==> config.mk <==
export PLATFORM = sky130hd
export DESIGN_NAME = pq_parity_engine
export DESIGN_NICKNAME = d
export VERILOG_FILES = /design/src/rtl/pq_pkg.sv /design/src/rtl/pq_seq.sv /design/src/rtl/pq_gf_pipe.sv /design/src/rtl/pq_accum.sv /design/src/rtl/pq_parity_engine.sv
export SDC_FILE = /design/constraint.sdc
export NUM_CORES = 1
export LEC_CHECK = 0
export CORE_MARGIN = 4
export CORE_UTILIZATION = 51
export CTS_CLUSTER_DIAMETER = 120
export DETAILED_ROUTE_END_ITERATION = 12
export PLACE_DENSITY = 0.76
export SETUP_SLACK_MARGIN = 0.02
export SLEW_MARGIN = 20
export SYNTH_ARGS = -nofsm -noshare
export SYNTH_HDL_FRONTEND = slang
export SYNTH_SLANG_ARGS = --single-unit
export TNS_END_PERCENT = 100
==> constraint.sdc <==
create_clock -name clk -period 3.1 [get_ports clk]
set_input_delay 0.62 -clock clk [delete_from_list [all_inputs] [get_ports clk]]
set_output_delay 0.62 -clock clk [all_outputs]
set_load 0.1 [all_outputs]
==> src/rtl/pq_pkg.sv <==
// Package: shared types and field helpers for the parity engine.
// Assumes GF(2^8) arithmetic with the x^8 term implicit in the polynomial.
package pq_pkg;
    localparam int GF_W = 8;

    typedef enum logic [1:0] {
        OP_COPY  = 2'b00,
        OP_XOR   = 2'b01,
        OP_QONLY = 2'b10,
        OP_PQ    = 2'b11
    } op_e;

    // One source byte travelling through the multiplier chain.
    typedef struct packed {
        logic            valid;
        logic            first;
        logic            last;
        logic            has_p;
        logic            has_q;
        logic [GF_W-1:0] poly;
        logic [GF_W-1:0] a;
        logic [GF_W-1:0] b;
        logic [GF_W-1:0] prod;
        logic [GF_W-1:0] pbyte;
    } lane_t;

    // Finished product handed to the accumulator.
    typedef struct packed {
        logic            valid;
        logic            first;
        logic            last;
        logic            has_p;
        logic            has_q;
        logic [GF_W-1:0] prod;
        logic [GF_W-1:0] pbyte;
    } res_t;

    // Multiply by x and reduce once.
    function automatic logic [GF_W-1:0] gf_xtime(input logic [GF_W-1:0] v,
                                                 input logic [GF_W-1:0] poly);
        gf_xtime = {v[GF_W-2:0], 1'b0} ^ (v[GF_W-1] ? poly : '0);
    endfunction

    // One shift-and-add step: fold the low weight bit, advance operand and weight.
    function automatic lane_t gf_step(input lane_t in);
        lane_t o;
        o      = in;
        o.prod = in.prod ^ (in.b[0] ? in.a : '0);
        o.a    = gf_xtime(in.a, in.poly);
        o.b    = in.b >> 1;
        return o;
    endfunction
endpackage

==> src/rtl/pq_seq.sv <==
// Command sequencer: validates and captures a command and holds the
// polynomial register. It walks the source index and byte count, selects
// the Q weight of each incoming byte (appended continuation sources
// included) and emits one lane per accepted byte.
// Assumes source bytes of a position arrive in source order.
module pq_seq
    import pq_pkg::*;
#(
    parameter int          MAX_SRC  = 16,
    parameter int          MAX_LEN  = 1 << 20,
    parameter logic [7:0]  POLY_RST = 8'h1D
) (
    input  logic                             clk,
    input  logic                             rst_n,
    input  logic                             poly_wr,
    input  logic [GF_W-1:0]                  poly_wdata,
    input  logic                             cmd_valid,
    output logic                             cmd_ready,
    input  logic [1:0]                       cmd_op,
    input  logic [$clog2(MAX_SRC)-1:0]       cmd_cnt_m1,
    input  logic                             cmd_cont,
    input  logic [$clog2(MAX_LEN):0]         cmd_len,
    input  logic [MAX_SRC*GF_W-1:0]          cmd_coef_q,
    output logic                             cmd_reject,
    input  logic                             src_valid,
    output logic                             src_ready,
    input  logic [GF_W-1:0]                  src_data,
    output lane_t                            lane_o
);
    localparam int IDX_W = $clog2(MAX_SRC);
    localparam int TOT_W = IDX_W + 2;
    localparam int LEN_W = $clog2(MAX_LEN) + 1;

    op_e                          op_in;
    logic [TOT_W-1:0]             n_real, n_extra, n_total;
    logic                         bad;
    logic [GF_W-1:0]              poly_q, op_poly;
    logic                         busy;
    op_e                          op_r;
    logic [IDX_W-1:0]             idx, last_idx;
    logic [TOT_W-1:0]             nreal_r, app_k;
    logic [MAX_SRC-1:0][GF_W-1:0] coef_r;
    logic [LEN_W-1:0]             rem;
    logic                         accept, beat, at_last;
    logic [GF_W-1:0]              qc;

    assign op_in = op_e'(cmd_op);

    // Decode the source count a command implies, continuation included.
    always_comb begin
        n_real  = TOT_W'(cmd_cnt_m1) + TOT_W'(1);
        n_extra = '0;
        if (cmd_cont && op_in == OP_PQ)    n_extra = TOT_W'(3);
        if (cmd_cont && op_in == OP_QONLY) n_extra = TOT_W'(1);
        n_total = (op_in == OP_COPY) ? TOT_W'(1) : n_real + n_extra;
        bad = (cmd_len == '0) || (cmd_len > LEN_W'(MAX_LEN)) ||
              (op_in != OP_COPY && cmd_cnt_m1 == '0) ||
              (n_total > TOT_W'(MAX_SRC));
    end

    assign cmd_ready = !busy;
    assign src_ready = busy;
    assign accept    = cmd_valid && !busy && !bad;
    assign beat      = src_valid && busy;
    assign at_last   = (idx == last_idx);
    assign app_k     = TOT_W'(idx) - nreal_r;

    // Holds the field polynomial register.
    always_ff @(posedge clk) begin
        if (!rst_n)       poly_q <= POLY_RST;
        else if (poly_wr) poly_q <= poly_wdata;
    end

    // Captures a command, then steps the source index and byte count.
    always_ff @(posedge clk) begin
        if (!rst_n) begin
            busy       <= 1'b0;
            cmd_reject <= 1'b0;
            op_r       <= OP_COPY;
            idx        <= '0;
            last_idx   <= '0;
            nreal_r    <= '0;
            coef_r     <= '0;
            rem        <= '0;
            op_poly    <= '0;
        end else begin
            cmd_reject <= cmd_valid && !busy && bad;
            if (accept) begin
                busy     <= 1'b1;
                op_r     <= op_in;
                idx      <= '0;
                last_idx <= IDX_W'(n_total - TOT_W'(1));
                nreal_r  <= n_real;
                coef_r   <= cmd_coef_q;
                rem      <= cmd_len;
                op_poly  <= poly_q;
            end else if (beat) begin
                if (at_last) begin
                    idx <= '0;
                    rem <= rem - LEN_W'(1);
                    if (rem == LEN_W'(1)) busy <= 1'b0;
                end else begin
                    idx <= idx + IDX_W'(1);
                end
            end
        end
    end

    // Selects the Q weight of the byte at the current source index.
    always_comb begin
        if (TOT_W'(idx) < nreal_r)  qc = coef_r[idx];
        else if (op_r == OP_PQ)     qc = (app_k == TOT_W'(2)) ? 8'h01 : 8'h00;
        else                        qc = 8'h01;
    end

    // Builds the lane for the byte taken in this cycle.
    always_comb begin
        lane_o.valid = beat;
        lane_o.first = (idx == '0);
        lane_o.last  = at_last;
        lane_o.has_p = (op_r != OP_QONLY);
        lane_o.has_q = op_r[1];
        lane_o.poly  = op_poly;
        lane_o.a     = src_data;
        lane_o.b     = qc;
        lane_o.prod  = '0;
        lane_o.pbyte = src_data;
    end

    assert_idx_bound_R1: assert property (@(posedge clk) disable iff (!rst_n)
        busy |-> idx <= last_idx);
    assert_rem_live_R12: assert property (@(posedge clk) disable iff (!rst_n)
        busy |-> rem != '0);
    assert_poly_hold_R6: assert property (@(posedge clk) disable iff (!rst_n)
        (busy && $past(busy)) |-> $stable(op_poly));
    assert_reject_idle_R11: assert property (@(posedge clk) disable iff (!rst_n)
        cmd_reject |-> !busy);
endmodule

==> src/rtl/pq_gf_pipe.sv <==
// Multiplier chain: one shift-and-add bit step per register stage, so a
// new byte/weight pair enters every clock. The chain has GF_W stages of
// latency and carries the P byte and the group flags alongside.
// Assumes the weight arrives in lane.b and the polynomial in lane.poly.
module pq_gf_pipe
    import pq_pkg::*;
(
    input  logic  clk,
    input  logic  rst_n,
    input  lane_t lane_i,
    output res_t  res_o
);
    lane_t tail;
    logic [GF_W-1:0] prod_f;

    genvar g;
    for (g = 0; g < GF_W - 1; g++) begin : g_stage
        lane_t src;
        lane_t q;
        if (g == 0) begin : g_head
            assign src = lane_i;
        end else begin : g_body
            assign src = g_stage[g-1].q;
        end
        // Registers one bit step of the product.
        always_ff @(posedge clk) begin
            if (!rst_n) q <= '0;
            else        q <= gf_step(src);
        end
    end

    assign tail   = g_stage[GF_W-2].q;
    assign prod_f = tail.prod ^ (tail.b[0] ? tail.a : '0);

    // Folds the top weight bit and registers the finished product.
    always_ff @(posedge clk) begin
        if (!rst_n) begin
            res_o <= '0;
        end else begin
            res_o.valid <= tail.valid;
            res_o.first <= tail.first;
            res_o.last  <= tail.last;
            res_o.has_p <= tail.has_p;
            res_o.has_q <= tail.has_q;
            res_o.prod  <= prod_f;
            res_o.pbyte <= tail.pbyte;
        end
    end

    assert_coef_drained_R4: assert property (@(posedge clk) disable iff (!rst_n)
        tail.valid |-> tail.b[GF_W-1:1] == '0);
endmodule

==> src/rtl/pq_accum.sv <==
// Accumulator: XORs the products and P bytes of one byte position,
// starting afresh on the first source, and drives the result strobes
// after the last one. Assumes groups arrive whole and in order.
module pq_accum
    import pq_pkg::*;
(
    input  logic            clk,
    input  logic            rst_n,
    input  res_t            res_i,
    output logic            p_valid,
    output logic [GF_W-1:0] p_data,
    output logic            q_valid,
    output logic [GF_W-1:0] q_data
);
    logic [GF_W-1:0] acc_p, acc_q, nxt_p, nxt_q;
    logic            open;

    assign nxt_p = res_i.first ? res_i.pbyte : (acc_p ^ res_i.pbyte);
    assign nxt_q = res_i.first ? res_i.prod  : (acc_q ^ res_i.prod);

    // Accumulates a position and emits it on the closing byte.
    always_ff @(posedge clk) begin
        if (!rst_n) begin
            acc_p   <= '0;
            acc_q   <= '0;
            open    <= 1'b0;
            p_valid <= 1'b0;
            q_valid <= 1'b0;
            p_data  <= '0;
            q_data  <= '0;
        end else begin
            p_valid <= 1'b0;
            q_valid <= 1'b0;
            if (res_i.valid) begin
                acc_p <= nxt_p;
                acc_q <= nxt_q;
                open  <= !res_i.last;
                if (res_i.last) begin
                    p_valid <= res_i.has_p;
                    q_valid <= res_i.has_q;
                    p_data  <= nxt_p;
                    q_data  <= nxt_q;
                end
            end
        end
    end

    assert_first_closed_R12: assert property (@(posedge clk) disable iff (!rst_n)
        (res_i.valid && res_i.first) |-> !open);
    assert_mid_open_R12: assert property (@(posedge clk) disable iff (!rst_n)
        (res_i.valid && !res_i.first) |-> open);
endmodule

==> src/rtl/pq_parity_engine.sv <==
// Top level of the parity engine: sequencer, multiplier chain and
// accumulator in series. Results follow the last source byte of a
// position by a fixed 8 cycles.
module pq_parity_engine
    import pq_pkg::*;
#(
    parameter int         MAX_SRC  = 16,
    parameter int         MAX_LEN  = 1 << 20,
    parameter logic [7:0] POLY_RST = 8'h1D
) (
    input  logic                        clk,
    input  logic                        rst_n,
    input  logic                        poly_wr,
    input  logic [7:0]                  poly_wdata,
    input  logic                        cmd_valid,
    output logic                        cmd_ready,
    input  logic [1:0]                  cmd_op,
    input  logic [$clog2(MAX_SRC)-1:0]  cmd_cnt_m1,
    input  logic                        cmd_cont,
    input  logic [$clog2(MAX_LEN):0]    cmd_len,
    input  logic [MAX_SRC*8-1:0]        cmd_coef_q,
    output logic                        cmd_reject,
    input  logic                        src_valid,
    output logic                        src_ready,
    input  logic [7:0]                  src_data,
    output logic                        p_valid,
    output logic [7:0]                  p_data,
    output logic                        q_valid,
    output logic [7:0]                  q_data
);
    lane_t lane;
    res_t  res;

    pq_seq #(.MAX_SRC(MAX_SRC), .MAX_LEN(MAX_LEN), .POLY_RST(POLY_RST)) u_seq (
        .clk(clk), .rst_n(rst_n),
        .poly_wr(poly_wr), .poly_wdata(poly_wdata),
        .cmd_valid(cmd_valid), .cmd_ready(cmd_ready), .cmd_op(cmd_op),
        .cmd_cnt_m1(cmd_cnt_m1), .cmd_cont(cmd_cont), .cmd_len(cmd_len),
        .cmd_coef_q(cmd_coef_q), .cmd_reject(cmd_reject),
        .src_valid(src_valid), .src_ready(src_ready), .src_data(src_data),
        .lane_o(lane)
    );

    pq_gf_pipe u_pipe (
        .clk(clk), .rst_n(rst_n), .lane_i(lane), .res_o(res)
    );

    pq_accum u_acc (
        .clk(clk), .rst_n(rst_n), .res_i(res),
        .p_valid(p_valid), .p_data(p_data),
        .q_valid(q_valid), .q_data(q_data)
    );
endmodule

==> Word level (Yosys, flattened, before mapping) <==
Index checks and enable logic that the tools add are counted.
{ "op_classes": {"bitwise": 17, "eq_ne": 7, "add_sub_neg": 6, "n_mux": 32, "magnitude_cmp": 4, "n_reduce_logical": 26} }
{ "ops": {"columns": ["cell", "n"], "rows": [
  ["2-to-1 mux 8 bit", 19],
  ["XOR 8 bit", 16],
  ["2-to-1 mux 21 bit", 3],
  ["binary-select mux 8 bit (select 4 bit)", 1],
  ["equality test 21 x 1 -> 1 bit (second input constant)", 1],
  ["> comparator 21 bit (second input constant)", 1],
  ["zero test 21 bit", 1],
  ["subtractor 21 x 1 -> 21 bit (second input constant)", 1],
  ["zero test 4 bit", 2],
  ["nonzero test 2 bit", 4],
  ["logical AND 1 bit", 7],
  ["adder 6 x 2 -> 6 bit", 1],
  ["equality test 2 bit (second input constant)", 3],
  ["equality test 6 x 2 -> 1 bit (second input constant)", 1],
  ["> comparator 6 x 5 -> 1 bit (second input constant)", 1],
  ["less-than comparator 4 x 6 -> 1 bit", 1],
  ["2-to-1 mux 6 bit", 1],
  ["AND reduction 2 bit", 3],
  ["AND reduction 3 bit", 2],
  ["subtractor 4 x 6 -> 6 bit", 1],
  ["adder 4 x 1 -> 5 bit (second input constant)", 1],
  ["less-than comparator 4 x 5 -> 1 bit (second input constant)", 1],
  ["2-to-1 mux 1 bit", 5],
  ["adder 4 x 1 -> 4 bit (second input constant)", 1],
  ["other kinds (10)", 14]
]} }
{ "totals": {"wordCells": 199, "out_inout_bits": 21, "ff_bits": 517, "in_bits": 177} }

==> Longest topological paths before layout <==
Gate-level depths: netlist of the first run.
{ "logic_depth": {"depth_word": 12, "mapped_depth": 12} }

==> Modules after synthesis <==
From an unflattened synthesis of the first run, not the netlist that was laid out.
{ "unflattened": {"hier_cells": 2200, "hier_area_um2": 20810.0} }
{ "modules_own_cells": {"columns": ["mod", "cells_per_inst", "area_each_um2", "instances"], "rows": [
  ["pq_gf_pipe", 999, 10197.3, 1],
  ["pq_seq", 1023, 9008.6, 1],
  ["pq_accum", 178, 1604.0, 1]
]} }

==> Worst setup path before layout of the first run <==
No wires, ideal clock.
{ "synth_path": {"path_type": "input-to-reg", "start": "in cmd_cnt_m1[0]", "end": "reg u_seq.coef_r[28] (netlist name)", "slack_ps": 167, "t_arrival_ps": 2863, "path_stages": 12, "path_cell_list": "inv_1 ha_1 fa_1 xor2_1 and2_1 o21ai_0 o21ai_2 and3_1 buf_2 clkbuf_1 nand2_1 a21oi_1"} }
{ "synth_between": {"elab_chain_len": 7} }
{ "synth_lines": {"columns": ["item", "line", "text"], "rows": [
  ["start: declaration", "pq_parity_engine.sv:18", "input logic [$clog2(MAX_SRC)-1:0] cmd_cnt_m1,"],
  ["adder 4 x 1 -> 5 bit", "pq_seq.sv:51", "n_real = TOT_W'(cmd_cnt_m1) + TOT_W'(1);"],
  ["via u_seq.n_real[1]", "pq_seq.sv:35", "logic [TOT_W-1:0] n_real, n_extra, n_total;"],
  ["adder 6 x 2 -> 6 bit", "pq_seq.sv:55", "n_total = (op_in == OP_COPY) ? TOT_W'(1) : n_real + n_extra;"],
  ["2-to-1 mux 6 bit", "pq_seq.sv:55", null],
  ["> comparator 6 x 5 -> 1 bit", "pq_seq.sv:58", "(n_total > TOT_W'(MAX_SRC));"],
  ["logical OR 1 bit", "pq_seq.sv:57", "(op_in != OP_COPY && cmd_cnt_m1 == '0) ||"],
  ["zero test 1 bit", "pq_seq.sv:63", "assign accept = cmd_valid && !busy && !bad;"],
  ["logical AND 1 bit", "pq_seq.sv:63", null],
  ["end signal: assignment", "pq_seq.sv:94", "coef_r <= cmd_coef_q;"],
  ["end: declaration", "pq_seq.sv:42", "logic [MAX_SRC-1:0][GF_W-1:0] coef_r;"]
]} }
The timed path passes the listed nets, and every way through them passes these cells.
A chain may end at the register's enable or synchronous reset.

==> Worst setup path in the final report of the first run <==
{ "layout_path": {"start": "in cmd_cnt_m1[1]", "end": "reg u_seq.nreal_r[3]"} }
{ "layout_between": {"elab_chain_len": 7} }
{ "layout_lines": {"columns": ["item", "line", "text"], "rows": [
  ["adder 4 x 1 -> 5 bit", "pq_seq.sv:51", null],
  ["via u_seq.n_real[1]", "pq_seq.sv:35", null],
  ["adder 6 x 2 -> 6 bit", "pq_seq.sv:55", null],
  ["2-to-1 mux 6 bit", "pq_seq.sv:55", null],
  ["> comparator 6 x 5 -> 1 bit", "pq_seq.sv:58", null],
  ["logical OR 1 bit", "pq_seq.sv:57", null],
  ["zero test 1 bit", "pq_seq.sv:63", null],
  ["logical AND 1 bit", "pq_seq.sv:63", null],
  ["end signal: assignment", "pq_seq.sv:93", "nreal_r <= n_real;"],
  ["end: declaration", "pq_seq.sv:41", "logic [TOT_W-1:0] nreal_r, app_k;"]
]} }
The timed path passes the listed nets, and every way through them passes these cells.

==> results of run 1 <==
==> metrics by stage <==
stage,setup WS [ps],total power [mW]
2_1_floorplan,167,7.63
3_3_place_gp,-454,8.08
3_5_place_dp,-548,8.10
4_1_cts,24.3,14.4
5_1_grt,1.60,14.8
6_report,72.0,14.3
==> cells by family (layout without fill, tap and decap cells) <==
| family | Yosys count | count (layout) |
|---|---|---|
| adders and majority gates | 15 | 15 |
| and+or+nand+nor | 884 | 884 |
| buffers and inverters | 144 | 358 |
| xor gates and xnor gates | 136 | 136 |
| DFF | 516 | 516 |
| AOI/OAI and AO/OA | 252 | 252 |
| muxes | 49 | 49 |
==> worst max-delay path: stages <==
cell and delay [ps]:
clkdlybuf4s50_1 520, inv_1 90, ha_4 230, fa_2 560, o21ai_0 140, ha_1 220, o21ai_0 100, o21ai_2 120
and3_4 190, buf_12 140, buf_4 140, clkbuf_16 180, a211oi_1 240
==> cells in the final DEF, fill, tap and decap left out, types with 9 or more instances in the layout <==
cell type        count
mux4_2              39
xor2_1             120
o21ai_0             24
ha_1                12
clkdlybuf4s50_1    174
a32oi_1             13
and2_1             173
inv_1               13
nor2_1             182
nand2_1            423
xnor2_1             14
buf_4               56
and3_1              11
buf_12              14
clkbuf_16           53
a311oi_1            14
clkbuf_8            14
dfxtp_1            515
clkbuf_1            10
mux2i_1              9
a211oi_1            22
or2_2               13
nor2b_1             24
a21oi_1            161
nand2b_1            14
==> state kept, by name, summed over array words and instances, names as in the netlist <==
signal / flops
u_pipe.g_stage.q: 279
u_seq.poly_q: 8
u_seq.cmd_reject: 1
u_acc.acc_p: 8
u_seq.nreal_r: 5
u_seq.op_poly: 8
u_seq.rem: 21
u_acc.p_valid: 1
u_acc.acc_q: 8
u_acc.q_valid: 1
u_seq.last_idx: 4
u_acc.q_data: 8
u_seq.idx: 4
u_pipe.res_o: 21
u_acc.p_data: 8
u_seq.op_r: 2
u_seq.coef_r: 128
u_seq.src_ready: 1
==> synthesized netlist by cell type, drive strengths merged, types with 15 or more instances <==
library cell	n
xor2	121
and2	175
o21ai	25
nand2	424
nor2	182
mux4	39
clkbuf	94
a211oi	25
buf	35
dfxtp	516
a21oi	162
nor2b	24
xnor2	15
==> layer usage <==
metal	vias up	share of wire, %	global-route usage [%]
met5	-	0.070	0
met2	388	49	32.6
met3	101	6.3	3.80
met1	6316	41	22.7
met4	4	3.7	7.92
li1	6851	-	-
==> cell type report <==
cell class | instances | area, um2
Clock buffer | 74 | 1480
Inverter | 15 | 63.8
Sequential cell | 516 | 10300
Multi-Input combinational cell | 1336 | 7970
Fill cell | 2818 | 13200
Tap cell | 468 | 586
Timing Repair Buffer | 253 | 2600
Clock inverter | 16 | 258
==> repair_timing <==
action / in CTS / in global routing
setup endpoints to repair: 1 / 150
cloned: 0 / 4
buffers inserted: 0 / 6
gates resized for setup: 1 / 14
hold buffers: 0 / 0
pin swaps: 0 / 2
==> how the worst max path moves through the flow <==
stage	from	to	cells past startpoint
2_1_floorplan	cmd_cnt_m1[0]	u_seq.coef_r[28]	12
6_report	cmd_cnt_m1[1]	u_seq.nreal_r[3]	13
3_5_place_dp	cmd_cnt_m1[0]	u_seq.coef_r[3]	12
3_3_place_gp	cmd_cnt_m1[0]	u_seq.coef_r[40]	12
4_1_cts	cmd_cnt_m1[0]	u_seq.coef_r[18]	12
5_1_grt	cmd_cnt_m1[1]	u_seq.coef_r[4]	14
==> power by group through the flow <==
stage	sequential (mW)	combinational, mW	clock [mW]
after floorplan	7.06	0.569	0
after global placement	7.08	0.996	0
after detailed placement	7.09	1.01	0
after CTS	6.94	1.02	6.42
after global routing	6.96	1.17	6.69
final	6.95	1.08	6.29
==> metrics.yaml, run 1 <==
run:
  maxCapViolations: 0
setup_path:
  rr_startpoint: "u_seq.idx[1]"
  r2r.worst_path.cells: 6
  worstPathMaxFanout: 18
  crit_arrival_ps: 3500
  setup.worst_path.end_class: "flip-flop"
  cp.required_ps: 3570
  timing.rr.end: "u_seq.rem[15]"
  cp-start-kind: "input port"
  regToRegSetupSlack_ps: 490
  crit_type: "input port to flip-flop"
synthesis:
  yosysSeqAreaShare_pct: 54.8
  synth_edf_count: 0
  synthSimpleGateAreaFrac_pct: 21.6
  synth_top_area_share_pct: 54.8
  synthXorXnorAreaFrac_pct: 6.36
  yosysWarnings: 0
  synth_top_family_by_area: "simple AND/OR/NAND/NOR gates"
  async_reset_ff_share_pct: 0
  yosys.area_share.adder_pct: 1.04
  ys_types: 55
  synth_area_um2: 18800
  synth_flop_cell: "dfxtp_1"
  synth_nets: 2188
  synth-compound-area-share_pct: 7.79
  syn_inst: 1996
  ys_ff_latch: 516
  avgSynthCellArea_um2: 9.44
  yosys-top-cells-area: "dfxtp_1 (55%), nand2_1 (8.4%), and2_1 (5.8%)"
  synthMuxAreaShare_pct: 5.20
  yosysTopAreaCell: "dfxtp_1"
detailed_routing:
  num_vias: 13700
  route.detailed.drc: 0
  drt_iter0_markers: 827
  wl_mm: 40.0
  ant_nets: 0
  drt_pass1_iterations: 5
  vias_per_cell: 5.10
  routedWlPerCell_um: 14.9
floorplan:
  pin_count: 198
  fp.dieH_um: 200
  rows: 70
  die_x_um: 200
  die_area_um2: 40100
  core_um2: 36500
  start_util_pct: 51.6
finish:
  final_cells: 2678
  final_nets: 2364
  post-route-cell-area_um2: 23300
  drive_gt1_share_pct: 10.7
  syn_to_final_growth_pct: 23.6
  insertedDiodeCount: 0
  utilization_pct: 63.8
timing:
  tns_ps: 0
  tightest_slew_ps: 880
  finalCriticalPeriod_ps: 3030
  finalHoldViolations: 0
  rsz0062_at_grt: "false"
  slew_headroom_pct: 41.2
  drv_slew: 0
  holdWs_ps: 427
  finalCritPeriodShare_pct: 97.7
  skew_ps: 23.3
  clock.fmax_ghz: 0.330
  finalSetupViolCount: 0
clock_tree:
  cts_max_level: 2
  cts-buffers-inserted: 50
  cts_buffer_depth: 3
  insertion_delay_ps: 580
  cts_tree: "yes"
  clkSlewWorstSetupHoldPaths_ps: 60
  clkSinkCount: 516
  root_buffer: "clkbuf_16"
pwr:
  powerDensity_nw_per_um2: 615
  internal_power_mw: 11.2
  p_comb_share_pct: 7.5
  swShare_pct: 21.9
  p_leak_nw: 8.77
  seqPwrFrac_pct: 48.5
  p_clk_share_pct: 44.0
  ir_drop_mv: 0.494
  netSwitchingPower_mw: 3.13
placed_design:
  portBuffers: 197
  gp_congestion: 0.870
  placed_cells: 2578
  dp_hpwl_mm: 26.5
  place_area_um2: 21300
global_routing:
  grtUsageTotal_pct: 18.7
  grt_pass1_wl_mm: 63.6
  overflow: 0
  antenna_found_initial: 2
  grt_pass1_vias: 13200
  grt_max_degree: 188
worst_hold_path:
  hp-class: "flip-flop to flip-flop"
  worstHoldEndpoint: "u_pipe.g_stage[4].q[4]"
  holdPathStages: 1
  hp-start: "u_pipe.g_stage[3].q[4]"
run_status:
  outcome: "completed"
Power figures use the tool's default switching activity.
==> run 2: changes to the inputs <==
--- a/config.mk
+++ b/config.mk
@@ -6,10 +6,9 @@
 export NUM_CORES = 1
 export LEC_CHECK = 0
 export CORE_MARGIN = 4
-export CORE_UTILIZATION = 51
+export CORE_UTILIZATION = 25
 export CTS_CLUSTER_DIAMETER = 120
 export DETAILED_ROUTE_END_ITERATION = 12
-export PLACE_DENSITY = 0.76
 export SETUP_SLACK_MARGIN = 0.02
 export SLEW_MARGIN = 20
 export SYNTH_ARGS = -nofsm -noshare
==> constraint.sdc (replaced) <==
create_clock -name clk -period 3.6 [get_ports clk]
set_input_delay 0.72 -clock clk [delete_from_list [all_inputs] [get_ports clk]]
set_output_delay 0.72 -clock clk [all_outputs]
set_load 0.1 [all_outputs]
==> metrics.yaml, run 2 (synthesis gave the netlist of run 1 again) <==
pwr:
  powerDensity_nw_per_um2: 544  # was 615 nW/um2
  ir_drop_mv: 0.323  # was 0.494 mV
  p_leak_nw: 8.79  # was 8.77 nW
  finalPower_mw: 13.0  # was 14.3 mW
timing:
  skew_ps: 20.6  # was 23.3 ps
  tightest_slew_ps: 1040  # was 880 ps
  rsz0062_at_grt: "false"  # unchanged
  layout_setup_ws_ps: 495  # was 72.0 ps
  finalCritPeriodShare_pct: 86.3
  slew_headroom_pct: 30.7  # was 41.2%
  clock.fmax_ghz: 0.322
  drv_slew: 0  # unchanged
  finalHoldViolations: 0  # unchanged
  finalCriticalPeriod_ps: 3110
  holdWs_ps: 426  # was 427 ps
  finalSetupViolCount: 0  # unchanged
  tns_ps: 0  # unchanged
run_status:
  outcome: "completed"  # unchanged
global_routing:
  grt_max_degree: 122  # was 188
  overflow: 0  # unchanged
  grt_pass1_wl_mm: 69.5  # was 63.6 mm
  grtUsageTotal_pct: 10.7  # was 18.7%
  grt_pass1_vias: 12900  # was 13200
  antenna_found_initial: 4  # was 2
clock_tree:
  cts-buffers-inserted: 55  # was 50
  postCtsSetupRepairBufs: 0  # unchanged
  insertion_delay_ps: 590  # was 580 ps
  clkSlewWorstSetupHoldPaths_ps: 60  # about the same
  cts_tree: "yes"  # unchanged
  cts_hold_buf: 0  # unchanged
  cts_resized: 0  # was 1
  root_buffer: "clkbuf_16"  # unchanged
  clkSinkCount: 516  # unchanged
  cts_buffer_depth: 3  # unchanged
  cts_max_level: 2  # unchanged
finish:
  largest_reg_flops: 279  # unchanged
  utilization_pct: 32.1  # was 63.8%
  final_cells: 3187  # was 2678
  drive_gt1_share_pct: 10.1  # was 10.7%
  largest-register: "u_pipe.g_stage.q"  # unchanged
  seq_area_um2: 10300  # unchanged
  multi_input_area_um2: 7920  # was 7970 um2
  final_nets: 2364  # unchanged
  post-route-cell-area_um2: 24000  # was 23300 um2
  syn_to_final_growth_pct: 27.2  # was 23.6%
  layout_common_cells: "dfxtp_1 (515), nand2_1 (423), clkdlybuf4s50_1 (188), nor2_1 (182), and2_1 (174)"  # was dfxtp_1 (515), nand2_1 (423), nor2_1 (182), clkdlybuf4s50_1 (174), and2_1 (173)
  fillerInstances: 7759  # was 2818
  reg_top3: "u_pipe.g_stage.q (279), u_seq.coef_r (128)"  # unchanged
  final_common_cell: "dfxtp_1"  # unchanged
detailed_routing:
  ant_nets: 0  # unchanged
  route.detailed.drc: 0  # unchanged
  num_vias: 13000  # was 13700
  drt_pass1_iterations: 5  # unchanged
  vias_per_cell: 4.08  # was 5.10
  drt_iter0_markers: 768  # was 827
  wl_mm: 42.8  # was 40.0 mm
  routedWlPerCell_um: 13.4  # was 14.9 um
setup_path:
  crit_arrival_ps: 3620  # was 3500 ps
  crit_type: "input port to flip-flop"  # unchanged
  setup.worst_path.end_class: "flip-flop"  # unchanged
  cp.required_ps: 4120  # was 3570 ps
  timing.rr.end: "u_seq.rem[15]"  # unchanged
  cp-start-kind: "input port"  # unchanged
  worstPathMaxFanout: 20  # was 18
  r2r.worst_path.cells: 6  # unchanged
  regToRegSetupSlack_ps: 1060  # was 490 ps
  rr_startpoint: "u_seq.idx[1]"  # unchanged
placed_design:
  portBuffers: 197  # unchanged
  gp_congestion: 0.774  # was 0.870
  dp_hpwl_mm: 30.0  # was 26.5 mm
  place_area_um2: 21900  # was 21300 um2
  placed_cells: 3084  # was 2578
  pre_cts_ws_ps: -107  # was -548 ps
worst_hold_path:
  hp-class: "flip-flop to flip-flop"  # unchanged
  hp-start: "u_pipe.g_stage[2].q[19]"  # was u_pipe.g_stage[3].q[4]
  worstHoldEndpoint: "u_pipe.g_stage[3].q[18]"  # was u_pipe.g_stage[4].q[4]
  holdPathStages: 1  # unchanged
floorplan:
  die_area_um2: 79800  # was 40100 um2
  die_x_um: 282  # was 200 um
  rows: 100  # was 70
  fp.dieH_um: 282  # was 200 um
  pin_count: 198  # unchanged
  core_um2: 74600  # was 36500 um2
  start_util_pct: 25.3  # was 51.6%
run:
  maxCapViolations: 0  # unchanged
run 2: cell count changes in the layout (fill, tap and decap cells not counted), sizes merged:
cell | before | now
buf | 74 | 60
bufinv | 6 | 9
clkbuf | 78 | 80
clkdlybuf4s50 | 174 | 188
clkinv | 7 | 11
clkinvlp | 0 | 1
diode | 0 | 1
dlymetal6s2s | 1 | 0
inv | 18 | 16
run 2: worst max-delay path, cell delays in order:
cell and delay, ps:
clkdlybuf4s50_1 470, inv_1 60, ha_1 320, fa_1 430, xor2_1 240, and2_1 170
o21ai_0 100, o21ai_2 240, and3_4 360, buf_4 280, nand2_1 90, a21oi_1 120
run 2: final cells by class:
cell class | instances | share of cell area (%)
Inverter | 15 | 0.266
Timing Repair Buffer | 248 | 9.99
Antenna cell | 1 | 0.0104
Clock buffer | 80 | 7.02
Sequential cell | 516 | 43.1
Clock inverter | 22 | 1.49
Tap cell | 969 | 5.06
Multi-Input combinational cell | 1336 | 33.0
run 2: per-layer routing:
| layer | vias to the layer above | wire, um | part of all wire (%) | global-route usage (%) |
|---|---|---|---|---|
| met1 | 5785 | 20100 | 47 | 14.3 |
| met3 | 71 | 2510 | 5.9 | 2.82 |
| met4 | 4 | 1030 | 2.4 | 2.95 |
| met5 | - | 34 | 0.079 | 0 |
| met2 | 279 | 19100 | 45 | 17.1 |
| li1 | 6858 | - | - | - |
run 2: worst max-delay path by stage:
stage,startpoint,end,slack (ps),cells after the start
4_1_cts,cmd_cnt_m1[0],u_seq.coef_r[127],510,12
3_5_place_dp,cmd_cnt_m1[0],u_seq.nreal_r[2],-110,12
6_report,cmd_cnt_m1[0],u_seq.coef_r[127],490,12
3_3_place_gp,cmd_cnt_m1[0],u_seq.coef_r[3],-60,12
5_1_grt,cmd_cnt_m1[0],u_seq.coef_r[127],250,12
2_1_floorplan,cmd_cnt_m1[0],u_seq.coef_r[28],570,12
run 2: where the power goes:
group | switching, mW | internal (mW) | leakage (nW)
Combinational | 0.445 | 0.432 | 3.59
Clock | 2.30 | 3.88 | 1.01
Sequential | 0.0988 | 5.88 | 4.19
